===== config.mk =====
export PLATFORM = sky130hd
export DESIGN_NAME = ds3_oh_err_ins
export DESIGN_NICKNAME = d
export VERILOG_FILES = /design/src/rtl/ds3_oh_pkg.sv /design/src/rtl/ds3_oh_regs.sv /design/src/rtl/ds3_oh_pos.sv /design/src/rtl/ds3_oh_insert.sv /design/src/rtl/ds3_oh_err_ins.sv
export SDC_FILE = /design/constraint.sdc
export NUM_CORES = 1
export LEC_CHECK = 0
export ABC_AREA = 0
export ABC_CLOCK_PERIOD_IN_PS = 3800
export BUFFER_PORTS_ARGS = -buffer_cell sky130_fd_sc_hd__buf_2
export CAP_MARGIN = 20
export CELL_PAD_IN_SITES_DETAIL_PLACEMENT = 1
export CELL_PAD_IN_SITES_GLOBAL_PLACEMENT = 2
export CORE_MARGIN = 8
export CORE_UTILIZATION = 42
export CTS_BUF_LIST = sky130_fd_sc_hd__clkbuf_4 sky130_fd_sc_hd__clkbuf_8
export DETAILED_ROUTE_END_ITERATION = 8
export PLACE_DENSITY = 0.92
export SYNTH_ARGS = -nofsm -noshare
export SYNTH_HDL_FRONTEND = slang
export SYNTH_SLANG_ARGS = --single-unit

===== constraint.sdc =====
create_clock -name clk -period 3.8 [get_ports clk]
set_clock_uncertainty 0.05 [all_clocks]
set_input_delay 0.19 -clock clk [delete_from_list [all_inputs] [get_ports clk]]
set_output_delay 0.19 -clock clk [all_outputs]
set_load 0.05 [all_outputs]

===== src/rtl/ds3_oh_pkg.sv =====
`timescale 1ns/1ps
package ds3_oh_pkg;
    localparam int SUBS_DEF      = 7;
    localparam int BLOCKS_DEF    = 8;
    localparam int BLOCK_LEN_DEF = 85;
    localparam int MBITS_DEF     = 3;
    localparam int P_FIRST_DEF   = 2;
    localparam int P_COUNT_DEF   = 2;

    typedef enum logic [1:0] {
        OH_NONE,
        OH_PARITY,
        OH_MULTI,
        OH_FRAMING
    } oh_kind_e;
endpackage


===== src/rtl/ds3_oh_regs.sv =====
`timescale 1ns/1ps
module ds3_oh_regs #(
    parameter int ADDR_W = 8,
    parameter int DATA_W = 8,
    parameter int NUM_F  = 28,
    parameter int NUM_M  = 3,
    parameter logic [ADDR_W-1:0] ADDR_CTL   = 8'h35,
    parameter logic [ADDR_W-1:0] ADDR_FBASE = 8'h36
) (
    input  logic              clk,
    input  logic              rst_n,
    input  logic              wr,
    input  logic [ADDR_W-1:0] addr,
    input  logic [DATA_W-1:0] wdata,
    output logic [DATA_W-1:0] rdata,
    output logic [NUM_F-1:0]  fmask,
    output logic [NUM_M-1:0]  mmask,
    output logic              pinv
);
    localparam int NREG  = (NUM_F + DATA_W - 1) / DATA_W;
    localparam int PAD_W = NREG * DATA_W;
    localparam int CTL_W = NUM_M + 1;
    localparam logic [PAD_W-1:0] F_VALID = PAD_W'((64'd1 << NUM_F) - 64'd1);

    typedef struct packed {
        logic [PAD_W-1:0] fm;
        logic [CTL_W-1:0] ctl;
    } regs_t;

    regs_t st_d, st_q;

    always_comb begin
        st_d = st_q;
        if (wr) begin
            if (addr == ADDR_CTL) begin
                st_d.ctl = wdata[CTL_W-1:0];
            end
            for (int i = 0; i < NREG; i++) begin
                if (addr == ADDR_W'(int'(ADDR_FBASE) + i)) begin
                    st_d.fm[(NREG-1-i)*DATA_W +: DATA_W] = wdata;
                end
            end
            st_d.fm = st_d.fm & F_VALID;
        end
    end

    always_comb begin
        rdata = '0;
        if (addr == ADDR_CTL) begin
            rdata = DATA_W'(st_q.ctl);
        end
        for (int i = 0; i < NREG; i++) begin
            if (addr == ADDR_W'(int'(ADDR_FBASE) + i)) begin
                rdata = st_q.fm[(NREG-1-i)*DATA_W +: DATA_W];
            end
        end
    end

    always_ff @(posedge clk or negedge rst_n) begin
        if (!rst_n) begin
            st_q <= '0;
        end else begin
            st_q <= st_d;
        end
    end

    assign fmask = st_q.fm[NUM_F-1:0];
    assign mmask = st_q.ctl[NUM_M-1:0];
    assign pinv  = st_q.ctl[NUM_M];
endmodule


===== src/rtl/ds3_oh_pos.sv =====
`timescale 1ns/1ps
module ds3_oh_pos #(
    parameter int SUBS      = 7,
    parameter int BLOCKS    = 8,
    parameter int BLOCK_LEN = 85,
    parameter int SUB_W     = $clog2(SUBS),
    parameter int BLK_W     = $clog2(BLOCKS),
    parameter int BIT_W     = $clog2(BLOCK_LEN)
) (
    input  logic             clk,
    input  logic             rst_n,
    input  logic             frame_start,
    output logic             cur_valid,
    output logic [SUB_W-1:0] cur_sub,
    output logic [BLK_W-1:0] cur_blk,
    output logic [BIT_W-1:0] cur_bit
);
    typedef struct packed {
        logic             sync;
        logic [SUB_W-1:0] sub;
        logic [BLK_W-1:0] blk;
        logic [BIT_W-1:0] bitp;
    } pos_t;

    pos_t st_d, st_q;

    // st_d is the position of the bit presented in this cycle
    always_comb begin
        st_d = st_q;
        if (frame_start) begin
            st_d      = '0;
            st_d.sync = 1'b1;
        end else if (st_q.sync) begin
            if (st_q.bitp == BIT_W'(BLOCK_LEN - 1)) begin
                st_d.bitp = '0;
                if (st_q.blk == BLK_W'(BLOCKS - 1)) begin
                    st_d.blk = '0;
                    st_d.sub = (st_q.sub == SUB_W'(SUBS - 1)) ? '0 : st_q.sub + 1'b1;
                end else begin
                    st_d.blk = st_q.blk + 1'b1;
                end
            end else begin
                st_d.bitp = st_q.bitp + 1'b1;
            end
        end
    end

    always_ff @(posedge clk or negedge rst_n) begin
        if (!rst_n) begin
            st_q <= '0;
        end else begin
            st_q <= st_d;
        end
    end

    assign cur_valid = st_d.sync;
    assign cur_sub   = st_d.sub;
    assign cur_blk   = st_d.blk;
    assign cur_bit   = st_d.bitp;
endmodule


===== src/rtl/ds3_oh_insert.sv =====
`timescale 1ns/1ps
module ds3_oh_insert
    import ds3_oh_pkg::*;
#(
    parameter int SUBS    = 7,
    parameter int BLOCKS  = 8,
    parameter int NUM_F   = 28,
    parameter int NUM_M   = 3,
    parameter int P_FIRST = 2,
    parameter int P_COUNT = 2,
    parameter int SUB_W   = 3,
    parameter int BLK_W   = 3,
    parameter int BIT_W   = 7
) (
    input  logic             clk,
    input  logic             rst_n,
    input  logic             frame_start,
    input  logic             bit_in,
    input  logic             cur_valid,
    input  logic [SUB_W-1:0] cur_sub,
    input  logic [BLK_W-1:0] cur_blk,
    input  logic [BIT_W-1:0] cur_bit,
    input  logic [NUM_F-1:0] fmask_in,
    input  logic [NUM_M-1:0] mmask_in,
    input  logic             pinv_in,
    output logic             bit_out
);
    localparam int F_PER_SUB = BLOCKS / 2;

    typedef struct packed {
        logic [NUM_F-1:0] fm;
        logic [NUM_M-1:0] mm;
        logic             pinv;
        logic             out;
    } ins_t;

    ins_t     st_d, st_q;
    oh_kind_e kind;
    int       oh_idx;
    logic     flip;

    always_comb begin
        kind   = OH_NONE;
        oh_idx = 0;
        if (cur_valid && (cur_bit == '0)) begin
            if (cur_blk[0]) begin
                kind   = OH_FRAMING;
                oh_idx = int'(cur_sub) * F_PER_SUB + int'(cur_blk) / 2;
            end else if (cur_blk == '0) begin
                if ((int'(cur_sub) >= P_FIRST) && (int'(cur_sub) < P_FIRST + P_COUNT)) begin
                    kind = OH_PARITY;
                end else if (int'(cur_sub) >= SUBS - NUM_M) begin
                    kind   = OH_MULTI;
                    oh_idx = int'(cur_sub) - (SUBS - NUM_M);
                end
            end
        end
    end

    always_comb begin
        flip = 1'b0;
        unique case (kind)
            OH_PARITY: flip = st_q.pinv;
            OH_MULTI: begin
                for (int k = 0; k < NUM_M; k++) begin
                    if (k == oh_idx) flip = st_q.mm[k];
                end
            end
            OH_FRAMING: begin
                for (int k = 0; k < NUM_F; k++) begin
                    if (k == oh_idx) flip = st_q.fm[k];
                end
            end
            default: flip = 1'b0;
        endcase
    end

    always_comb begin
        st_d     = st_q;
        st_d.out = bit_in ^ flip;
        if (frame_start) begin
            st_d.fm   = fmask_in;
            st_d.mm   = mmask_in;
            st_d.pinv = pinv_in;
        end
    end

    always_ff @(posedge clk or negedge rst_n) begin
        if (!rst_n) begin
            st_q <= '0;
        end else begin
            st_q <= st_d;
        end
    end

    assign bit_out = st_q.out;
endmodule


===== src/rtl/ds3_oh_err_ins.sv =====
`timescale 1ns/1ps
module ds3_oh_err_ins #(
    parameter int ADDR_W    = 8,
    parameter int DATA_W    = 8,
    parameter int SUBS      = ds3_oh_pkg::SUBS_DEF,
    parameter int BLOCKS    = ds3_oh_pkg::BLOCKS_DEF,
    parameter int BLOCK_LEN = ds3_oh_pkg::BLOCK_LEN_DEF,
    parameter int NUM_M     = ds3_oh_pkg::MBITS_DEF,
    parameter int P_FIRST   = ds3_oh_pkg::P_FIRST_DEF,
    parameter int P_COUNT   = ds3_oh_pkg::P_COUNT_DEF,
    parameter logic [ADDR_W-1:0] ADDR_CTL   = 8'h35,
    parameter logic [ADDR_W-1:0] ADDR_FBASE = 8'h36
) (
    input  logic              clk,
    input  logic              rst_n,
    input  logic              tx_bit_in,
    input  logic              tx_frame_start,
    input  logic              reg_wr,
    input  logic [ADDR_W-1:0] reg_addr,
    input  logic [DATA_W-1:0] reg_wdata,
    output logic [DATA_W-1:0] reg_rdata,
    output logic              tx_bit_out
);
    localparam int NUM_F = SUBS * (BLOCKS / 2);
    localparam int NREG  = (NUM_F + DATA_W - 1) / DATA_W;
    localparam int SUB_W = $clog2(SUBS);
    localparam int BLK_W = $clog2(BLOCKS);
    localparam int BIT_W = $clog2(BLOCK_LEN);

    logic [NUM_F-1:0] fmask;
    logic [NUM_M-1:0] mmask;
    logic             pinv;
    logic             cur_valid;
    logic [SUB_W-1:0] cur_sub;
    logic [BLK_W-1:0] cur_blk;
    logic [BIT_W-1:0] cur_bit;

    ds3_oh_regs #(
        .ADDR_W(ADDR_W), .DATA_W(DATA_W), .NUM_F(NUM_F), .NUM_M(NUM_M),
        .ADDR_CTL(ADDR_CTL), .ADDR_FBASE(ADDR_FBASE)
    ) u_regs (
        .clk(clk), .rst_n(rst_n), .wr(reg_wr), .addr(reg_addr),
        .wdata(reg_wdata), .rdata(reg_rdata),
        .fmask(fmask), .mmask(mmask), .pinv(pinv)
    );

    ds3_oh_pos #(
        .SUBS(SUBS), .BLOCKS(BLOCKS), .BLOCK_LEN(BLOCK_LEN),
        .SUB_W(SUB_W), .BLK_W(BLK_W), .BIT_W(BIT_W)
    ) u_pos (
        .clk(clk), .rst_n(rst_n), .frame_start(tx_frame_start),
        .cur_valid(cur_valid), .cur_sub(cur_sub), .cur_blk(cur_blk), .cur_bit(cur_bit)
    );

    ds3_oh_insert #(
        .SUBS(SUBS), .BLOCKS(BLOCKS), .NUM_F(NUM_F), .NUM_M(NUM_M),
        .P_FIRST(P_FIRST), .P_COUNT(P_COUNT),
        .SUB_W(SUB_W), .BLK_W(BLK_W), .BIT_W(BIT_W)
    ) u_ins (
        .clk(clk), .rst_n(rst_n), .frame_start(tx_frame_start), .bit_in(tx_bit_in),
        .cur_valid(cur_valid), .cur_sub(cur_sub), .cur_blk(cur_blk), .cur_bit(cur_bit),
        .fmask_in(fmask), .mmask_in(mmask), .pinv_in(pinv), .bit_out(tx_bit_out)
    );
endmodule


==> reports/qor.txt <==
Root Driver: clkbuf_8
vias: 3268
ANT nets after route: 0
area delta synth->final: 15.5%
clk_lat worst skew: 350 ps
Mapped Area: 4270 um2
Slew HR: 0.502
crit path max fanout: 10
dpl ws: 131 ps
antenna cells: 0
PnR worst setup slack: 203 ps
syn nets: 408
wire per inst: 19.6 um
clk slew on worst S/H paths: 90 ps
die height: 117 um
crit path capture type: register
Setup CP Type: reg -> reg
met2 routed WL: 5340 um
Peak supply drop: 205 uV
outcome: completed
# setup viols final: 0
DR pass1 iterations: 4
post-route cell area: 4920 um2
Die W: 117 um
cell taking the most area after synthesis: dfrtp_1
gr ovfl total: 0
Seq/Total Area, Yosys: 0.463
cells on worst reg2reg path: 12
crit path time final: 3600 ps
Startpoint Class: register
Worst Tran Pin Value: 735 ps
mean post-synth cell area: 11.1 um2
Pint: 0.00125 W
Synth top area share: 0.463
initial antenna violation count: 0
PortBufs: 29
Req. time, crit path: 3990 ps
mux share of post-synthesis cell area: 0.185
largest family of logic cells by synthesized area: multiplexers
Ys Warns: 0
metal3 WL: 430 um
Ports: 30
synth cell count leaders: 79 x dfrtp_1, 63 x mux2_2, 22 x nand2_1
Filler cells: 1094
DR top layer: met4
Synth Area in Adders: 0.0117
EDFF count, synth: 0
Synth Area in XOR/XNOR: 0.0164
DR iter-0 viols: 178
final worst-path cycle share: 0.946
wire length of the first global-routing pass: 18500 um
placed inst area: 4630 um2
routability cong.: 0.868
vias in the first global route: 3570
Initial Util: 0.434
Die ar.: 13600 um2
all-layer global routing usage: 0.173
Worst EP arrival: 3790 ps
highest clock rate: 278 MHz
worst min-delay path startpoint: reg_wdata[5]
Clock power frac: 0.385
hold crit path type: in -> reg
DRT met1 WL: 5060 um
Cells after Synth: 383
pwr dens: 343 nW/um2
switching power: 0.000437 W
most frequent cell after synthesis: dfrtp_1
top cells by area, synth: dfrtp_1 46%, mux2_2 17%, nand2_1 1.9%
row count: 36
drt via density: 5.79
layout cell share with drive strength beyond 1: 0.346
post-layout util: 0.502
top_reg_cell synth: dfrtp_1
Nets: 451
Hold Violations, Final: 0
compound-cell area share of the yosys netlist: 0.149
fin. max-slew vios: 0
LEAKAGE: 2.30 nW
combinational share of power: 0.076
CTS Buffer Depth: 2
Seq cells post-synth: 79
flop-to-flop setup slack: 200 ps
total CTS buffers: 9
core area: 9820 um2
H-tree levels: 3
FF-to-FF End: u_ins.bit_out
Async S/R FF share, synth: 1.00
max-cap violations: 0
unrepaired setup endpoints after global routing: no
pin count of the biggest net entering global routing: 80
Clock Sinks: 79
Reg power frac: 0.540
Total Wirelength: 11100 um
Pwr Total: 0.00169 W
DRC viols: 0
WHS Path Cells: 2
Crit Reg-Reg Startpoint: u_pos.st_q[7]
Switching Fraction: 0.259
Final HPWL DP: 8260 um
hold endpoint: u_regs.fmask[13]
Synth Area in Simple Gates: 0.135
CTS tree: yes
setup_tns: 0 ps
Yosys cell types: 68
[worst max-delay path by stage]
stage | startpoint | to | slack (ps)
global placement | u_pos.st_q[1] | u_ins.bit_out | 260
detailed placement | u_pos.st_q[1] | u_ins.bit_out | 130
finish | u_pos.st_q[7] | u_ins.bit_out | 200
CTS | u_pos.st_q[1] | u_ins.bit_out | 110
global route | u_pos.st_q[7] | u_ins.bit_out | 40
floorplan | u_pos.st_q[0] | u_ins.bit_out | 460
[metal layers]
| layer | vias to the layer above | GRT usage |
|---|---|---|
| li1 | 1526 | - |
| met4 | 0 | 0.0555 |
| met5 | - | 0 |
| met2 | 79 | 0.292 |
| met1 | 1645 | 0.219 |
| met3 | 18 | 0.0344 |
[sequential cells by signal, summed over array words and instances (netlist names)]
name           count
u_pos.st_q        14
u_regs.pinv        1
u_regs.mmask       3
u_ins.bit_out      1
u_regs.fmask      28
u_ins.st_q        32
[final cells by class]
cell class / instances / area [um2] / share of cell area
multi-input cells: 267 / 2170 / 0.440
flip-flops and latches: 79 / 1980 / 0.401
repair buffers: 49 / 335 / 0.0681
well taps: 133 / 166 / 0.0338
clock buffers: 9 / 124 / 0.0252
clock inverters: 7 / 80.1 / 0.0163
inverters: 20 / 75.1 / 0.0152
[cell usage in the layout (no fill, tap or decap), types with 3 or more instances in the layout]
master | netlist | layout
dfrtp_1 | 79 | 79
mux2_2 | 63 | 63
buf_2 | 3 | 28
nand2_1 | 22 | 22
inv_1 | 19 | 19
nor2_1 | 18 | 17
buf_4 | 3 | 17
o21ai_0 | 13 | 13
nor3_1 | 13 | 13
a21oi_1 | 9 | 9
clkbuf_8 | 0 | 9
a222oi_1 | 8 | 8
nand4_1 | 6 | 6
and3_1 | 6 | 6
a31oi_1 | 6 | 6
nand3_1 | 6 | 6
mux2i_1 | 7 | 6
nor2b_1 | 4 | 4
a21o_1 | 4 | 4
or2_2 | 4 | 4
xor2_1 | 4 | 4
xnor2_1 | 4 | 4
o21a_1 | 4 | 4
o211ai_1 | 4 | 4
a22oi_1 | 4 | 4
nand2b_1 | 3 | 3
a2111oi_2 | 1 | 3
nor4_1 | 3 | 3
ha_1 | 4 | 3
[kinds of logic (layout without fill, tap and decap cells)]
kind of cell / count (synthesis) / count (layout)
compound gates: 81 / 81
xor+xnor: 8 / 8
fa+ha+maj: 4 / 4
buf+inv: 37 / 85
flops: 79 / 79
mux: 71 / 71
simple gates: 103 / 103
[power by group through the flow]
stage | Clock [W] | Sequential [W] | Combinational, W
floorplan | 0 | 0.000913 | 0.0000748
global placement | 0 | 0.000924 | 0.000116
detailed placement | 0 | 0.000927 | 0.000123
CTS | 0.000671 | 0.000910 | 0.000125
global route | 0.000699 | 0.000916 | 0.000143
finish | 0.000649 | 0.000910 | 0.000128
[critical path, cell delays in order (launching register included)]
cell and delay [ps]:
dfrtp_1 450, ha_1 240, ha_1 300, or4_4 550
a221o_1 350, a221oi_4 300, buf_4 230, and3_1 210
a22oi_1 100, a31oi_1 220, o32a_1 240, o211ai_2 110
xnor2_1 140
[metrics by stage]
step           std cells  hold slack (ps)
6_report             564             45.5
5_1_grt              564             44.9
4_1_cts              563             33.0
3_5_place_dp         545              352
3_3_place_gp         545              343
2_1_floorplan        383             -156
[timing repair]
| item | 4_1_cts | 5_1_grt |
|---|---|---|
| endpoints found under the hold margin | 64 | 0 |
| buffers inserted | 0 | 0 |
| hold buffers | 2 | 0 |
| endpoints found under the setup margin | 0 | 1 |
| gates resized for setup | 0 | 8 |
No activity file was read; power rests on OpenSTA's default activity.
